[src/rtl/ovl_pkg.sv]
package ovl_pkg;
    localparam int OVL_DATA_W = 8;
    localparam int OVL_ADDR_W = 7;
    localparam int OVL_NREG   = 8;
    localparam int OVL_CCR_W  = 2;
    localparam int OVL_CU_W   = 7;
    localparam int OVL_SEL_W  = 3;

    typedef enum logic [OVL_SEL_W-1:0] {
        DBG_ADDR    = 3'd0,
        DBG_ACC_LO  = 3'd1,
        DBG_ACC_MSB = 3'd2,
        DBG_MPTR    = 3'd3,
        DBG_PC      = 3'd4,
        DBG_IR      = 3'd5,
        DBG_CCR     = 3'd6,
        DBG_CU      = 3'd7
    } dbg_sel_e;
endpackage

[src/rtl/ovl_decode.sv]
module ovl_decode #(
    parameter int ADDR_W = 7,
    parameter int NREG   = 8,
    localparam int IDX_W = $clog2(NREG)
) (
    input  logic              en,
    input  logic [ADDR_W-1:0] addr,
    output logic              hit,
    output logic [IDX_W-1:0]  idx
);
    localparam int BASE = (1 << ADDR_W) - NREG;
    localparam logic [ADDR_W-1:0] BASE_A = BASE[ADDR_W-1:0];

    logic [ADDR_W-1:0] offset;

    always_comb begin
        offset = addr - BASE_A;
        idx    = offset[IDX_W-1:0];
        hit    = en && (addr >= BASE_A);
    end
endmodule

[src/rtl/ovl_regfile.sv]
module ovl_regfile #(
    parameter int DATA_W = 8,
    parameter int NREG   = 8,
    localparam int IDX_W = $clog2(NREG)
) (
    input  logic              clk,
    input  logic              rst_n,
    input  logic              wr_en,
    input  logic [IDX_W-1:0]  idx,
    input  logic [DATA_W-1:0] wr_data,
    output logic [DATA_W-1:0] rd_data
);
    typedef struct packed {
        logic [NREG-1:0][DATA_W-1:0] regs;
    } rf_state_t;

    rf_state_t st_d, st_q;

    always_comb begin
        st_d = st_q;
        for (int i = 0; i < NREG; i++) begin
            if (wr_en && (idx == IDX_W'(i))) begin
                st_d.regs[i] = wr_data;
            end
        end
    end

    always_ff @(posedge clk or negedge rst_n) begin
        if (!rst_n) begin
            st_q <= '0;
        end else begin
            st_q <= st_d;
        end
    end

    assign rd_data = st_q.regs[idx];
endmodule

[src/rtl/ovl_dbg_mux.sv]
module ovl_dbg_mux
    import ovl_pkg::*;
#(
    parameter int DATA_W = 8,
    parameter int ADDR_W = 7,
    parameter int CCR_W  = 2,
    parameter int CU_W   = 7
) (
    input  logic [OVL_SEL_W-1:0] sel,
    input  logic [ADDR_W-1:0]    addr,
    input  logic [DATA_W-1:0]    acc,
    input  logic [DATA_W-1:0]    mptr,
    input  logic [DATA_W-1:0]    pc,
    input  logic [DATA_W-1:0]    ir,
    input  logic [CCR_W-1:0]     ccr,
    input  logic [CU_W-1:0]      cu,
    output logic [ADDR_W-1:0]    dout
);
    logic [ADDR_W-1:0] msb_ext;
    logic [ADDR_W-1:0] ccr_ext;
    logic [ADDR_W-1:0] cu_ext;

    always_comb begin
        msb_ext    = '0;
        msb_ext[0] = acc[DATA_W-1];
        ccr_ext    = '0;
        ccr_ext[CCR_W-1:0] = ccr;
        cu_ext     = '0;
        cu_ext[CU_W-1:0]   = cu;
        unique case (dbg_sel_e'(sel))
            DBG_ADDR:    dout = addr;
            DBG_ACC_LO:  dout = acc[ADDR_W-1:0];
            DBG_ACC_MSB: dout = msb_ext;
            DBG_MPTR:    dout = mptr[ADDR_W-1:0];
            DBG_PC:      dout = pc[ADDR_W-1:0];
            DBG_IR:      dout = ir[ADDR_W-1:0];
            DBG_CCR:     dout = ccr_ext;
            DBG_CU:      dout = cu_ext;
            default:     dout = addr;
        endcase
    end
endmodule

[src/rtl/gpr_overlay_dbg.sv]
module gpr_overlay_dbg
    import ovl_pkg::*;
#(
    parameter int DATA_W = OVL_DATA_W,
    parameter int ADDR_W = OVL_ADDR_W,
    parameter int NREG   = OVL_NREG,
    parameter int CCR_W  = OVL_CCR_W,
    parameter int CU_W   = OVL_CU_W
) (
    input  logic                 clk,
    input  logic                 rst_n,
    input  logic                 ovl_en,
    input  logic [OVL_SEL_W-1:0] dbg_sel,
    input  logic [ADDR_W-1:0]    core_addr,
    input  logic                 core_we,
    input  logic [DATA_W-1:0]    core_wdata,
    input  logic [DATA_W-1:0]    ext_rdata,
    output logic [DATA_W-1:0]    core_rdata,
    input  logic [DATA_W-1:0]    st_acc,
    input  logic [DATA_W-1:0]    st_mptr,
    input  logic [DATA_W-1:0]    st_pc,
    input  logic [DATA_W-1:0]    st_ir,
    input  logic [CCR_W-1:0]     st_ccr,
    input  logic [CU_W-1:0]      st_cu,
    output logic [ADDR_W:0]      pin_out
);
    localparam int IDX_W = $clog2(NREG);

    logic              hit;
    logic [IDX_W-1:0]  idx;
    logic [DATA_W-1:0] rf_rdata;
    logic [ADDR_W-1:0] dbg_out;

    ovl_decode #(.ADDR_W(ADDR_W), .NREG(NREG)) i_decode (
        .en   (ovl_en),
        .addr (core_addr),
        .hit  (hit),
        .idx  (idx)
    );

    ovl_regfile #(.DATA_W(DATA_W), .NREG(NREG)) i_regfile (
        .clk     (clk),
        .rst_n   (rst_n),
        .wr_en   (hit && core_we),
        .idx     (idx),
        .wr_data (core_wdata),
        .rd_data (rf_rdata)
    );

    ovl_dbg_mux #(
        .DATA_W(DATA_W), .ADDR_W(ADDR_W), .CCR_W(CCR_W), .CU_W(CU_W)
    ) i_dbg_mux (
        .sel  (dbg_sel),
        .addr (core_addr),
        .acc  (st_acc),
        .mptr (st_mptr),
        .pc   (st_pc),
        .ir   (st_ir),
        .ccr  (st_ccr),
        .cu   (st_cu),
        .dout (dbg_out)
    );

    always_comb begin
        core_rdata = hit ? rf_rdata : ext_rdata;
        pin_out    = {core_we, dbg_out};
    end
endmodule

[config.mk]
export PLATFORM = sky130hd
export DESIGN_NAME = gpr_overlay_dbg
export DESIGN_NICKNAME = d
export VERILOG_FILES = /design/src/rtl/ovl_pkg.sv /design/src/rtl/ovl_decode.sv /design/src/rtl/ovl_regfile.sv /design/src/rtl/ovl_dbg_mux.sv /design/src/rtl/gpr_overlay_dbg.sv
export SDC_FILE = /design/constraint.sdc
export NUM_CORES = 1
export LEC_CHECK = 0
export BUFFER_PORTS_ARGS = -buffer_cell sky130_fd_sc_hd__buf_2
export CORE_MARGIN = 2
export CORE_UTILIZATION = 54
export CTS_CLUSTER_SIZE = 40
export DETAILED_ROUTE_END_ITERATION = 10
export GPL_TIMING_DRIVEN = 1
export PLACE_DENSITY = 0.8
export SLEW_MARGIN = 5
export SYNTH_ARGS = -nofsm -noshare
export SYNTH_HDL_FRONTEND = slang
export SYNTH_SLANG_ARGS = --single-unit
[constraint.sdc]
create_clock -name clk -period 1.9 [get_ports clk]
set_clock_uncertainty 0.1 [all_clocks]
set_input_delay 0.095 -clock clk [delete_from_list [all_inputs] [get_ports clk]]
set_output_delay 0.095 -clock clk [all_outputs]
set_load 0.01 [all_outputs]
# After elaboration in Yosys (flattened, before gate mapping)
# Index checks and enable logic that the tools add are counted.
# W data, S select, Z words.
# word_totals
wordCells	41
memories	0
ram_bits	0
latchBits	0
register_bits	64
romBits	0
in_bits	71
out_inout_bits	16
# classes
n_eq_ne	14
n_shift	0
addsub	1
n_mul	0
bitwise_logic	0
div_mod_pow	0
reduce_logical	12
muxes	4
n_lt_le_gt_ge	2
# op_table
cell	n
$pmux W7 S8	1
$bmux W8 S3	1
$eq A3 B3 Y1 const B	8
$mux W8	2
$eq A3 B2 Y1 const B	4
$logic_and A1 B1 Y1	10
$ge A7 B7 Y1 const B	1
$eq A3 B1 Y1 const B	2
$logic_not A3 Y1	2
$lt A3 B4 Y1 const B	1
$sub A3 B1 Y3 const B	1

# Depth between registers and ports, before layout
# Gate-level depths: netlist of run 1.
# depth
ltp_word	4
mapped_depth	6
depth_no_buf	4

# By module
# From an unflattened synthesis of run 1, not the netlist that was laid out.
# hier_totals
hier_cells	297
area_unflattened_um2	3734.8
# by_module_without_submodules
mod	area_per_inst_um2	instances	seq_area_each_um2	cells_per_inst
ovl_regfile	3091.7	1	1601.5	213
ovl_dbg_mux	461.7	1	0.0	67
gpr_overlay_dbg	146.4	1	0.0	11
ovl_decode	35.0	1	0.0	6

# Least setup slack after synthesis of run 1
# OpenSTA, ideal clock, no wires.
# synth_timing
path_kind	input to register
start	input core_addr[0]
end	register i_regfile.st_q[0] in the netlist's numbering
setup_ns	0.125
slack_ns	0.342
n_path_buf	3
arrival_ns	1.333
cell_stages	6
t_required_ns	1.675
cell_sequence	buf_6 > or2_1 > buf_6 > or3_1 > buf_6 > mux2_4
# synth_between
elab_chain_cells	4
elab_cells_between_ends	6
cone_classes	add/sub: 1; order compare: 1; reduce/logical: 4
# synth_rtl
element	line	source
start: declaration	gpr_overlay_dbg.sv:14	input logic [ADDR_W-1:0] core_addr,
$ge A7 B7 Y1	ovl_decode.sv:19	hit = en && (addr >= BASE_A);
$logic_and A1 B1 Y1	ovl_decode.sv:19	
$logic_and A1 B1 Y1	gpr_overlay_dbg.sv:44	.wr_en (hit && core_we),
$logic_and A1 B1 Y1 (*)	ovl_regfile.sv:22	if (wr_en && (idx == IDX_W'(i))) begin
end signal: assignment	ovl_regfile.sv:32	st_q <= st_d;
end: declaration	ovl_regfile.sv:17	rf_state_t st_d, st_q;
# Every way passes the cells marked *; elsewhere a longest branch is shown, timed or not.
# A chain may end at the register's enable or synchronous reset.

# Worst setup path in the final report of run 1
# layout_timing
start	register i_regfile.st_q[55] in the netlist's numbering
end	output core_rdata[7]
# layout_between
elab_chain_cells	3
# layout_rtl
element	line	source
$bmux W8 S3	ovl_regfile.sv:36	assign rd_data = st_q.regs[idx];
$mux W8 (not written as such)	ovl_regfile.sv:36	
$mux W8	gpr_overlay_dbg.sv:65	core_rdata = hit ? rf_rdata : ext_rdata;
end: declaration	gpr_overlay_dbg.sv:18	output logic [DATA_W-1:0] core_rdata,
# No other way between the ends. The select of a mux whose other input is x is not followed.

==> run_results.csv, run 1 <==
group,metric,value,unit
yosys,postSynthNetCount,361,
power,p_switching,0.814,mW
yosys,yosysTopAreaCell,"dfrtp_1",
yosys,dominant_cells_by_area_after_synthesis,"dfrtp_1 (45%), mux2_2 (18%), mux2i_1 (6.7%)",
status,run_status,"completed",
sta,grt_setup_unrepaired,"true",
yosys,mappedNetlistArea,3590,um^2
floorplan,fp.dieW,85.5,um
power,power.switching_fraction,25.2,%
global_routing,grt_util_all_layers,24.1,%
layout,n_fill_cell,456,
global_routing,grt-ovfl-total,0,
sta,timing.slew.headroom,61.1,%
clocking,clk_latency,0.34,ns
yosys,synth_sequential_area_ratio,44.6,%
sta,timing.final.crit_share,97.0,%
layout,insertedDiodeCount,0,
floorplan,rows,29,
global_routing,wire_length_of_the_first_global_routing_pass,13.5,mm
power,design_power_total,3.23,mW
min_path,hold_path.class,"in2reg",
layout,final_cells,472,
yosys,synth-adder-area-share,0,%
floorplan,die_area,7310,um^2
floorplan,die-height,85.5,um
floorplan,start_util,56.2,%
yosys,ys_types,36,
critical_path,setup.worst_path.end_class,"primary output",
route,number_of_drc_markers_after_the_initial_detailed_route_iteration,201,
sta,hold_ws,0.0343,ns
critical_path,timing_worst_setup_path_type,"reg2out",
sta,tightest_slew,0.584,ns
placement,place_inst,448,
yosys,synthCells,290,
job,maxCapViolations,0,
critical_path,r2r_setup_slack,1.03,ns
power,power_frac_seq,45.1,%
sta,max_clock_freq,543,MHz
placement,finalWeightedCongestion,0.782,
sta,report.final.setup_viol,0,
route,antenna_violating_nets_post_route,0,
yosys,synth-compound-area-share,7.46,%
sta,layout_min_cycle_time,1.84,ns
sta,final_hold_viol_count,0,
yosys,ys_seq_elements,64,
critical_path,timing.critical_path.from_type,"flip-flop",
critical_path,worst_ep_required_time,1.70,ns
floorplan,fp.coreArea,6390,um^2
layout,final_cell_mix,"buf_2 (83), dfrtp_1 (64), mux2_2 (58)",
layout,syn_to_final_growth,24.3,%
power,irDropWorstVdd,0.000671,V
floorplan,floorplan.io_pins,87,
global_routing,grt_antenna_before_repair,0,
yosys,post_synth_xor_area_fraction,0,%
route,drt_first_pass_iters,4,
clocking,cts.sink_count,64,
clocking,post_cts_setup_buffers,0,
layout,nets,461,
placement,portBuffers,83,
critical_path,cp_max_fo,2,
clocking,cts.reportedPaths.clkPinSlew,0.08,ns
clocking,cts.htree.levels,3,
power,pwr-share-clk,40.2,%
sta,final_max_slew_viol_count,0,
clocking,clk_root_buffer_cell,"clkbuf_8",
min_path,min_to,"i_regfile.st_q[23]$_DFFE_PN0P_",
critical_path,timing.rr.end,"i_regfile.st_q[43]$_DFFE_PN0P_",
yosys,synth_area_per_cell,12.4,um^2
clocking,numCtsBuffers,9,
placement,place.detailed.hpwl,5.87,mm
route,via_per_inst,5.70,
clocking,tritoncts,"yes",
yosys,synth_enable_flop_cells,0,
power,power_per_cell_area,725,nW/um^2
layout,reg_top3,"i_regfile.st_q: 64 flops",
route,routed_wire_length_per_instance,17.7,um
layout,layout.cells.most_common,"buf_2",
yosys,share_of_the_synthesized_area_in_the_top_cell_type,44.6,%
global_routing,grt_max_degree,41,
yosys,ys_warn_count,0,
layout,largest-register,"i_regfile.st_q",
global_routing,first_global_vias,2666,
layout,largest_register_ffs,64,
critical_path,worstReg2RegStart,"i_regfile.st_q[43]$_DFFE_PN0P_",
power,internal_power,2.42,mW
critical_path,reg2reg_depth,1,
route,totalWireLength,8.37,mm
route,detail_route.drc_violations,0,
min_path,whs_path_depth,2,
power,combinational_share_of_power,14.7,%
clocking,maximum_count_of_clock_buffers_along_a_single_path,2,
route,detailroute.via_count,2689,
layout,final_layout_size_suffix_gt1_share,52.4,%
power,leakagePower,2.30,nW
yosys,synth-simple-area-share,8.86,%
yosys,dominantRegCellSynth,"dfrtp_1",
critical_path,crit_arrival,1.65,ns
yosys,synth_top_family_by_area,"multiplexers",
yosys,muxShareOfSynthArea,35.1,%
min_path,timing.hold.worst.start,"core_wdata[7]",
yosys,async_reset_ff_share,100,%
-- power groups by stage --
stage | Sequential, mW | Combinational, mW | Clock (mW)
6_report | 1.46 | 0.476 | 1.30
3_3_place_gp | 1.48 | 0.440 | 0
4_1_cts | 1.46 | 0.468 | 1.32
3_5_place_dp | 1.48 | 0.452 | 0
2_1_floorplan | 1.47 | 0.262 | 0
5_1_grt | 1.47 | 0.524 | 1.39
-- kinds of logic (layout without fill, tap and decap cells) --
kind of cell / Yosys count / in the layout
multiplexers: 103 / 103
flip-flops: 64 / 64
AO/OA/AOI/OAI: 40 / 40
buffers and inverters: 26 / 131
AND/OR/NAND/NOR: 57 / 57
-- worst max path at each step --
stage	startpoint	end	slack, ns
final	i_regfile.st_q[55]$_DFFE_PN0P_	core_rdata[7]	0.06
after global routing	i_regfile.st_q[63]$_DFFE_PN0P_	core_rdata[7]	-0.005
after CTS	i_regfile.st_q[10]$_DFFE_PN0P_	core_rdata[2]	0.002
after detailed placement	core_addr[6]	i_regfile.st_q[51]$_DFFE_PN0P_	0.14
after global placement	core_addr[6]	i_regfile.st_q[49]$_DFFE_PN0P_	0.16
after floorplan	core_addr[0]	i_regfile.st_q[0]$_DFFE_PN0P_	0.34
-- stage by stage --
step	setup slack, ns	util [%]	area [um^2]	setup TNS, ns
5_1_grt	-0.00543	69.8	4460	-0.00543
4_1_cts	0.00226	69.6	4440	0
6_report	0.0568	69.8	4460	0
3_5_place_dp	0.139	64.8	4140	0
3_3_place_gp	0.162	64.8	4140	0
2_1_floorplan	0.342	-	3590	0
-- critical path: stages, from the launching register on --
cell      delay, ns
dfrtp_1        0.39
mux4_2         0.48
nand2b_4       0.16
o221ai_2       0.07
o21ai_1        0.07
buf_2          0.14
-- routing by layer --
metal,part of all wire [%],up-vias,global-route usage (%)
met3,6.5,8,6.26
met1,44,1317,33.0
met4,0.97,0,5.92
met5,0,-,0
met2,49,84,38.7
li1,-,1280,-
-- synthesized netlist by cell type (4+ instances only) --
| master | n |
|---|---|
| clkbuf_1 | 8 |
| nand3_1 | 4 |
| o21ai_0 | 10 |
| a21oi_1 | 8 |
| dfrtp_1 | 64 |
| mux2_2 | 58 |
| mux2_4 | 16 |
| mux2i_1 | 24 |
| buf_2 | 9 |
| nand2_1 | 15 |
| or3_1 | 8 |
| buf_6 | 4 |
| nor2_1 | 7 |
| o221ai_1 | 8 |
| nand2b_1 | 6 |
-- layout make-up --
class	count	area (um^2)	share of cell area [%]
sequential	64	1600	35.9
inverter	3	11.3	0.252
clock buffer	10	128	2.86
timing repair buffer	112	666	14.9
clock inverter	6	92.6	2.08
multi-input combinational	200	1870	41.8
tap	77	96.3	2.16
-- what timing repair did --
action / in CTS / in global routing
endpoints found under the hold margin: 68 / 0
hold buffers: 8 / 0
setup endpoints to repair: 2 / 3
gates resized for setup: 2 / 9
pin swaps: 0 / 1
Power figures use the tool's default switching activity.
==> inputs of run 2 (changes only) <==
Settings changed: RECOVER_POWER set to 25.
==> run_results.csv, run 2 (synthesis results as in run 1) <==
group,metric,value,unit
sta,max_clock_freq,542,MHz
placement,place.detailed.hpwl,5.87,mm
layout,final_layout_size_suffix_gt1_share,51.9,%
critical_path,crit_arrival,1.65,ns
critical_path,worst_ep_required_time,1.70,ns
route,via_per_inst,5.72,
floorplan,floorplan.io_pins,87,
global_routing,first_global_vias,2666,
layout,seq_area,1600,um^2
clocking,cts.htree.levels,3,
placement,finalWeightedCongestion,0.782,
floorplan,fp.coreArea,6390,um^2
route,drt_first_pass_iters,4,
sta,final_max_slew_viol_count,0,
layout,finalInstanceArea,4460,um^2
layout,final_cells,472,
layout,insertedDiodeCount,0,
sta,report.final.setup_viol,0,
sta,timing.final.crit_share,97.0,%
global_routing,grt_max_degree,41,
critical_path,library_cell_contributing_the_largest_single_delay_on_the_critical_path,"mux4_2",
floorplan,die-height,85.5,um
global_routing,grt_util_all_layers,24.1,%
route,number_of_drc_markers_after_the_initial_detailed_route_iteration,203,
clocking,cts.reportedPaths.clkPinSlew,0.08,ns
layout,largest_register_ffs,64,
route,detailroute.via_count,2699,
placement,portBuffers,83,
sta,final_hold_viol_count,0,
placement,dp_slack,0.139,ns
global_routing,wire_length_of_the_first_global_routing_pass,13.5,mm
route,detail_route.drc_violations,0,
min_path,hold_path.class,"in2reg",
critical_path,crit_path_max_incr_delay,0.48,ns
critical_path,timing.critical_path.from_type,"flip-flop",
power,design_power_total,3.23,mW
clocking,cts.sink_count,64,
placement,postPlaceCellArea,4140,um^2
layout,layout.cells.most_common,"buf_2",
sta,timing.final.ws_setup,0.0564,ns
clocking,numCtsBuffers,9,
status,run_status,"completed",
layout,largest-register,"i_regfile.st_q",
critical_path,timing_worst_setup_path_type,"reg2out",
route,totalWireLength,8.37,mm
layout,n_fill_cell,458,
clocking,maximum_count_of_clock_buffers_along_a_single_path,2,
clocking,clk_latency,0.34,ns
global_routing,grt_antenna_before_repair,0,
layout,reg_top3,"i_regfile.st_q: 64 flops",
sta,tightest_slew,1.41,ns
route,antenna_violating_nets_post_route,0,
layout,multi_input_comb_area,1870,um^2
critical_path,setup.worst_path.end_class,"primary output",
critical_path,cp_max_fo,2,
floorplan,fp.dieW,85.5,um
clocking,clk_root_buffer_cell,"clkbuf_8",
sta,hold_ws,0.0361,ns
job,maxCapViolations,0,
route,routed_wire_length_per_instance,17.7,um
global_routing,grt-ovfl-total,0,
clocking,tritoncts,"yes",
critical_path,crit_path_cell_trace,"mux4_2 -> nand2b_4 -> o221ai_2 -> o21ai_1 -> buf_2",
power,power_per_cell_area,726,nW/um^2
floorplan,rows,29,
placement,place_inst,448,
layout,syn_to_final_growth,24.3,%
sta,timing.slew.headroom,6.15,%
power,irDropWorstVdd,0.000672,V
layout,final_cell_mix,"buf_2 (81), dfrtp_1 (64), mux2_2 (58)",
sta,grt_setup_unrepaired,"true",
sta,layout_min_cycle_time,1.84,ns
floorplan,start_util,56.2,%
power,leakagePower,2.30,nW
layout,nets,461,
floorplan,die_area,7310,um^2
[run 2: cell count changes in the layout (fill, tap and decap cells not counted), sizes merged]
cell | previous run | this run
buf | 104 | 102
clkbuf | 10 | 12
[run 2: layout make-up]
class | count | share of cell area (%)
Multi-Input combinational cell | 200 | 41.8
Sequential cell | 64 | 35.9
Timing Repair Buffer | 112 | 14.9
Clock buffer | 10 | 2.86
Tap cell | 77 | 2.16
Clock inverter | 6 | 2.08
Inverter | 3 | 0.253
[run 2: repair_timing]
item                       in CTS  in global routing
resized for setup               2                  9
setup buffers                   0                  0
hold buffers                    8                  0
pin swaps                       0                  1
hold endpoints to repair       68                  0
setup endpoints to repair       2                  3
[run 2: per-layer routing]
metal	wire length (um)	vias to the layer above	GRT usage, %
met5	0	-	0
met1	3690	1329	33.0
met2	4100	81	38.7
met4	81	0	5.92
li1	-	1281	-
met3	503	8	6.26
[run 2: power by group]
part	leakage, nW	switching [mW]	total [mW]	internal [mW]
clock	0.103	0.554	1.30	0.745
combinational	1.31	0.227	0.475	0.249
sequential	0.882	0.0333	1.46	1.43
total	2.30	0.815	3.23	2.42
[run 2: per-stage QoR]
step	utilization [%]	TNS [ns]
floorplan	-	0
global placement	64.8	0
detailed placement	64.8	0
CTS	69.6	0
global route	69.8	-0.00543
finish	69.8	0
[run 2: final timing paths]
check                                               startpoint                              to  slack, ns  cells past startpoint
worst max-delay path            i_regfile.st_q[55]$_DFFE_PN0P_                   core_rdata[7]       0.06                      5
worst min-delay path                             core_wdata[7]  i_regfile.st_q[23]$_DFFE_PN0P_       0.04                      2
worst max register to register  i_regfile.st_q[43]$_DFFE_PN0P_  i_regfile.st_q[43]$_DFFE_PN0P_       1.03                      1
worst min register to register  i_regfile.st_q[26]$_DFFE_PN0P_  i_regfile.st_q[26]$_DFFE_PN0P_       0.41                      1
max in group asynchronous                                rst_n  i_regfile.st_q[48]$_DFFE_PN0P_       0.34                      3
min in group asynchronous                                rst_n  i_regfile.st_q[37]$_DFFE_PN0P_       0.50                      2
[run 2: worst max-delay path: cells and delay by family (launching register included)]
kind	cells	cell delay, ns
muxes	1	0.48
AOI/OAI and AO/OA	2	0.14
buffers and inverters	1	0.14
and+or+nand+nor	1	0.16
DFF	1	0.39
==> inputs of run 3 (changes only) <==
Settings changed: ABC_AREA set to 1.
==> run_results.csv, run 3 <==
group,metric,value,unit
layout,final_cell_mix,"nand2_1 (219), buf_2 (83), dfrtp_1 (64)",
floorplan,start_util,55.1,%
layout,syn_to_final_growth,17.5,%
placement,portBuffers,83,
clocking,tritoncts,"yes",
yosys,synth_area_per_cell,7.26,um^2
yosys,ys_warn_count,0,
critical_path,cp_max_fo,2,
floorplan,die-height,86.8,um
critical_path,timing.critical_path.mode_cell,"nand2_1",
global_routing,wire_length_of_the_first_global_routing_pass,15.9,mm
critical_path,library_cell_contributing_the_largest_single_delay_on_the_critical_path,"dfrtp_1",
floorplan,fp.dieW,86.8,um
sta,grt_setup_unrepaired,"false",
yosys,synthCells,510,
sta,layout_min_cycle_time,1.55,ns
sta,tightest_slew,0.855,ns
critical_path,cp_top_family,"simple AND/OR/NAND/NOR gates",
global_routing,grt_antenna_before_repair,0,
layout,layout.cells.most_common,"nand2_1",
yosys,ys_seq_elements,64,
layout,finalInstanceArea,4350,um^2
yosys,dominantRegCellSynth,"dfrtp_1",
global_routing,grt_max_degree,65,
layout,reg_top3,"i_regfile.st_q: 64 flops",
clocking,cts.htree.levels,3,
floorplan,rows,30,
yosys,dominant_cells_by_area_after_synthesis,"dfrtp_1 (43%), nand2_1 (22%), o21ai_0 (5.7%)",
critical_path,crit_arrival,1.35,ns
power,irDropWorstVdd,0.000479,V
layout,utilization,64.7,%
job,maxCapViolations,0,
sta,timing.slew.headroom,43.0,%
layout,n_fill_cell,571,
clocking,cts.reportedPaths.clkPinSlew,0.07,ns
critical_path,crit_buf_inv,1,
critical_path,setup.worst_path.end_class,"primary output",
yosys,synth_enable_flop_cells,0,
yosys,async_reset_ff_share,100,%
critical_path,timing.critical_path.from_type,"flip-flop",
sta,final_max_slew_viol_count,0,
status,run_status,"completed",
clocking,cts.sink_count,64,
critical_path,worst_ep_required_time,1.70,ns
layout,largest_register_ffs,64,
clocking,clk_root_buffer_cell,"clkbuf_8",
yosys,postSynthNetCount,581,
route,totalWireLength,9.70,mm
route,via_per_inst,5.48,
floorplan,floorplan.io_pins,87,
clocking,maximum_count_of_clock_buffers_along_a_single_path,2,
layout,final_cells,671,
sta,fin_tns_setup,0,ns
sta,max_clock_freq,647,MHz
route,drt_first_pass_iters,5,
layout,final_layout_size_suffix_gt1_share,22.2,%
critical_path,crit_path_cell_trace,"nand2_1 -> nand2_1 -> nand2_1 -> nand3_1 -> nand3_1 -> nand2_1 -> buf_2",
route,detailroute.via_count,3674,
power,power_per_cell_area,741,nW/um^2
floorplan,die_area,7530,um^2
global_routing,grt-ovfl-total,0,
route,number_of_drc_markers_after_the_initial_detailed_route_iteration,343,
min_path,hold_path.class,"in2reg",
clocking,post_cts_setup_buffers,0,
critical_path,crit_path_max_incr_delay,0.39,ns
yosys,ys_types,25,
yosys,synth.most_common_cell,"nand2_1",
yosys,synth_sequential_area_ratio,43.3,%
route,routed_wire_length_per_instance,14.5,um
critical_path,timing_worst_setup_path_type,"reg2out",
sta,final_hold_viol_count,0,
clocking,clk_latency,0.34,ns
global_routing,grt_util_all_layers,27.1,%
layout,nets,658,
placement,place.detailed.hpwl,6.55,mm
layout,insertedDiodeCount,0,
yosys,mappedNetlistArea,3700,um^2
placement,finalWeightedCongestion,0.822,
route,antenna_violating_nets_post_route,0,
layout,largest-register,"i_regfile.st_q",
power,leakagePower,2.27,nW
placement,postPlaceCellArea,4130,um^2
yosys,share_of_the_synthesized_area_in_the_top_cell_type,43.3,%
yosys,yosysTopAreaCell,"dfrtp_1",
global_routing,first_global_vias,3413,
sta,report.final.setup_viol,0,
floorplan,fp.coreArea,6720,um^2
sta,timing.final.crit_share,81.4,%
clocking,numCtsBuffers,9,
placement,place_inst,655,
route,detail_route.drc_violations,0,
yosys,synthTopCellsByCount,"nand2_1 (219), dfrtp_1 (64), o21ai_0 (42)",
-- run 3: cell count changes in the layout (fill, tap and decap cells not counted), moves of 15 or more --
cell / change
nand2_1: +204
o21ai_0: +35
nor2_1: +15
mux2_4: -16
nand3_1: +31
nand4_1: +20
inv_1: +24
mux2_2: -58
mux2i_1: -24
-- run 3: worst min-delay path, delay by kind of cell --
| family | cells | cell delay [ns] |
|---|---|---|
| buffers and inverters | 2 | 0.17 |
| AOI/OAI and AO/OA | 1 | 0.15 |
-- run 3: routing by layer --
| metal | vias to the layer above | share of wire (%) | GRT usage [%] |
|---|---|---|---|
| li1 | 1807 | - | - |
| met1 | 1725 | 43 | 37.2 |
| met2 | 128 | 49 | 43.8 |
| met3 | 14 | 7.1 | 4.48 |
| met4 | 0 | 1.1 | 9.09 |
| met5 | - | 0 | 0 |
-- run 3: logic make-up after synthesis --
family | share of synthesized area, %
flip-flops | 43.3
buffers and inverters | 7.98
AND/OR/NAND/NOR | 38.2
AO/OA/AOI/OAI | 10.5
-- run 3: metrics by stage --
stage / hold slack [ns] / setup slack, ns / power, mW
after floorplan: -0.301 / 0.743 / 1.74
after global placement: 0.0295 / 0.401 / 1.92
after detailed placement: 0.0329 / 0.363 / 1.94
after CTS: 0.0141 / 0.367 / 3.24
after global routing: 0.0434 / 0.298 / 3.37
final: 0.0236 / 0.354 / 3.22
-- run 3: path summary, 6_finish.rpt --
check | from | slack (ns) | to | cells after the start
max | i_regfile.st_q[33]$_DFFE_PN0P_ | 0.35 | core_rdata[1] | 7
min | core_wdata[6] | 0.02 | i_regfile.st_q[14]$_DFFE_PN0P_ | 3
max reg2reg | i_regfile.st_q[0]$_DFFE_PN0P_ | 1.13 | i_regfile.st_q[0]$_DFFE_PN0P_ | 2
min reg2reg | i_regfile.st_q[13]$_DFFE_PN0P_ | 0.39 | i_regfile.st_q[13]$_DFFE_PN0P_ | 2
max in group asynchronous | rst_n | 0.73 | i_regfile.st_q[32]$_DFFE_PN0P_ | 3
min in group asynchronous | rst_n | 0.40 | i_regfile.st_q[27]$_DFFE_PN0P_ | 3
-- run 3: cell type report --
type / instances / area [um^2] / area share, %
Clock buffer: 12 / 155 / 3.57
Sequential cell: 64 / 1600 / 36.8
Inverter: 30 / 114 / 2.62
Clock inverter: 3 / 65.1 / 1.50
Tap cell: 80 / 100 / 2.30
Timing Repair Buffer: 95 / 508 / 11.7
Multi-Input combinational cell: 387 / 1810 / 41.5
-- run 3: report_power, final --
group	internal, mW	switching, mW
sequential	1.43	0.0350
clock	0.802	0.512
combinational	0.172	0.276
-- run 3: timing repair --
item	CTS	global route
endpoints found under the hold margin	64	0
resized for setup	0	0
setup endpoints to repair	0	0
hold buffers	1	0
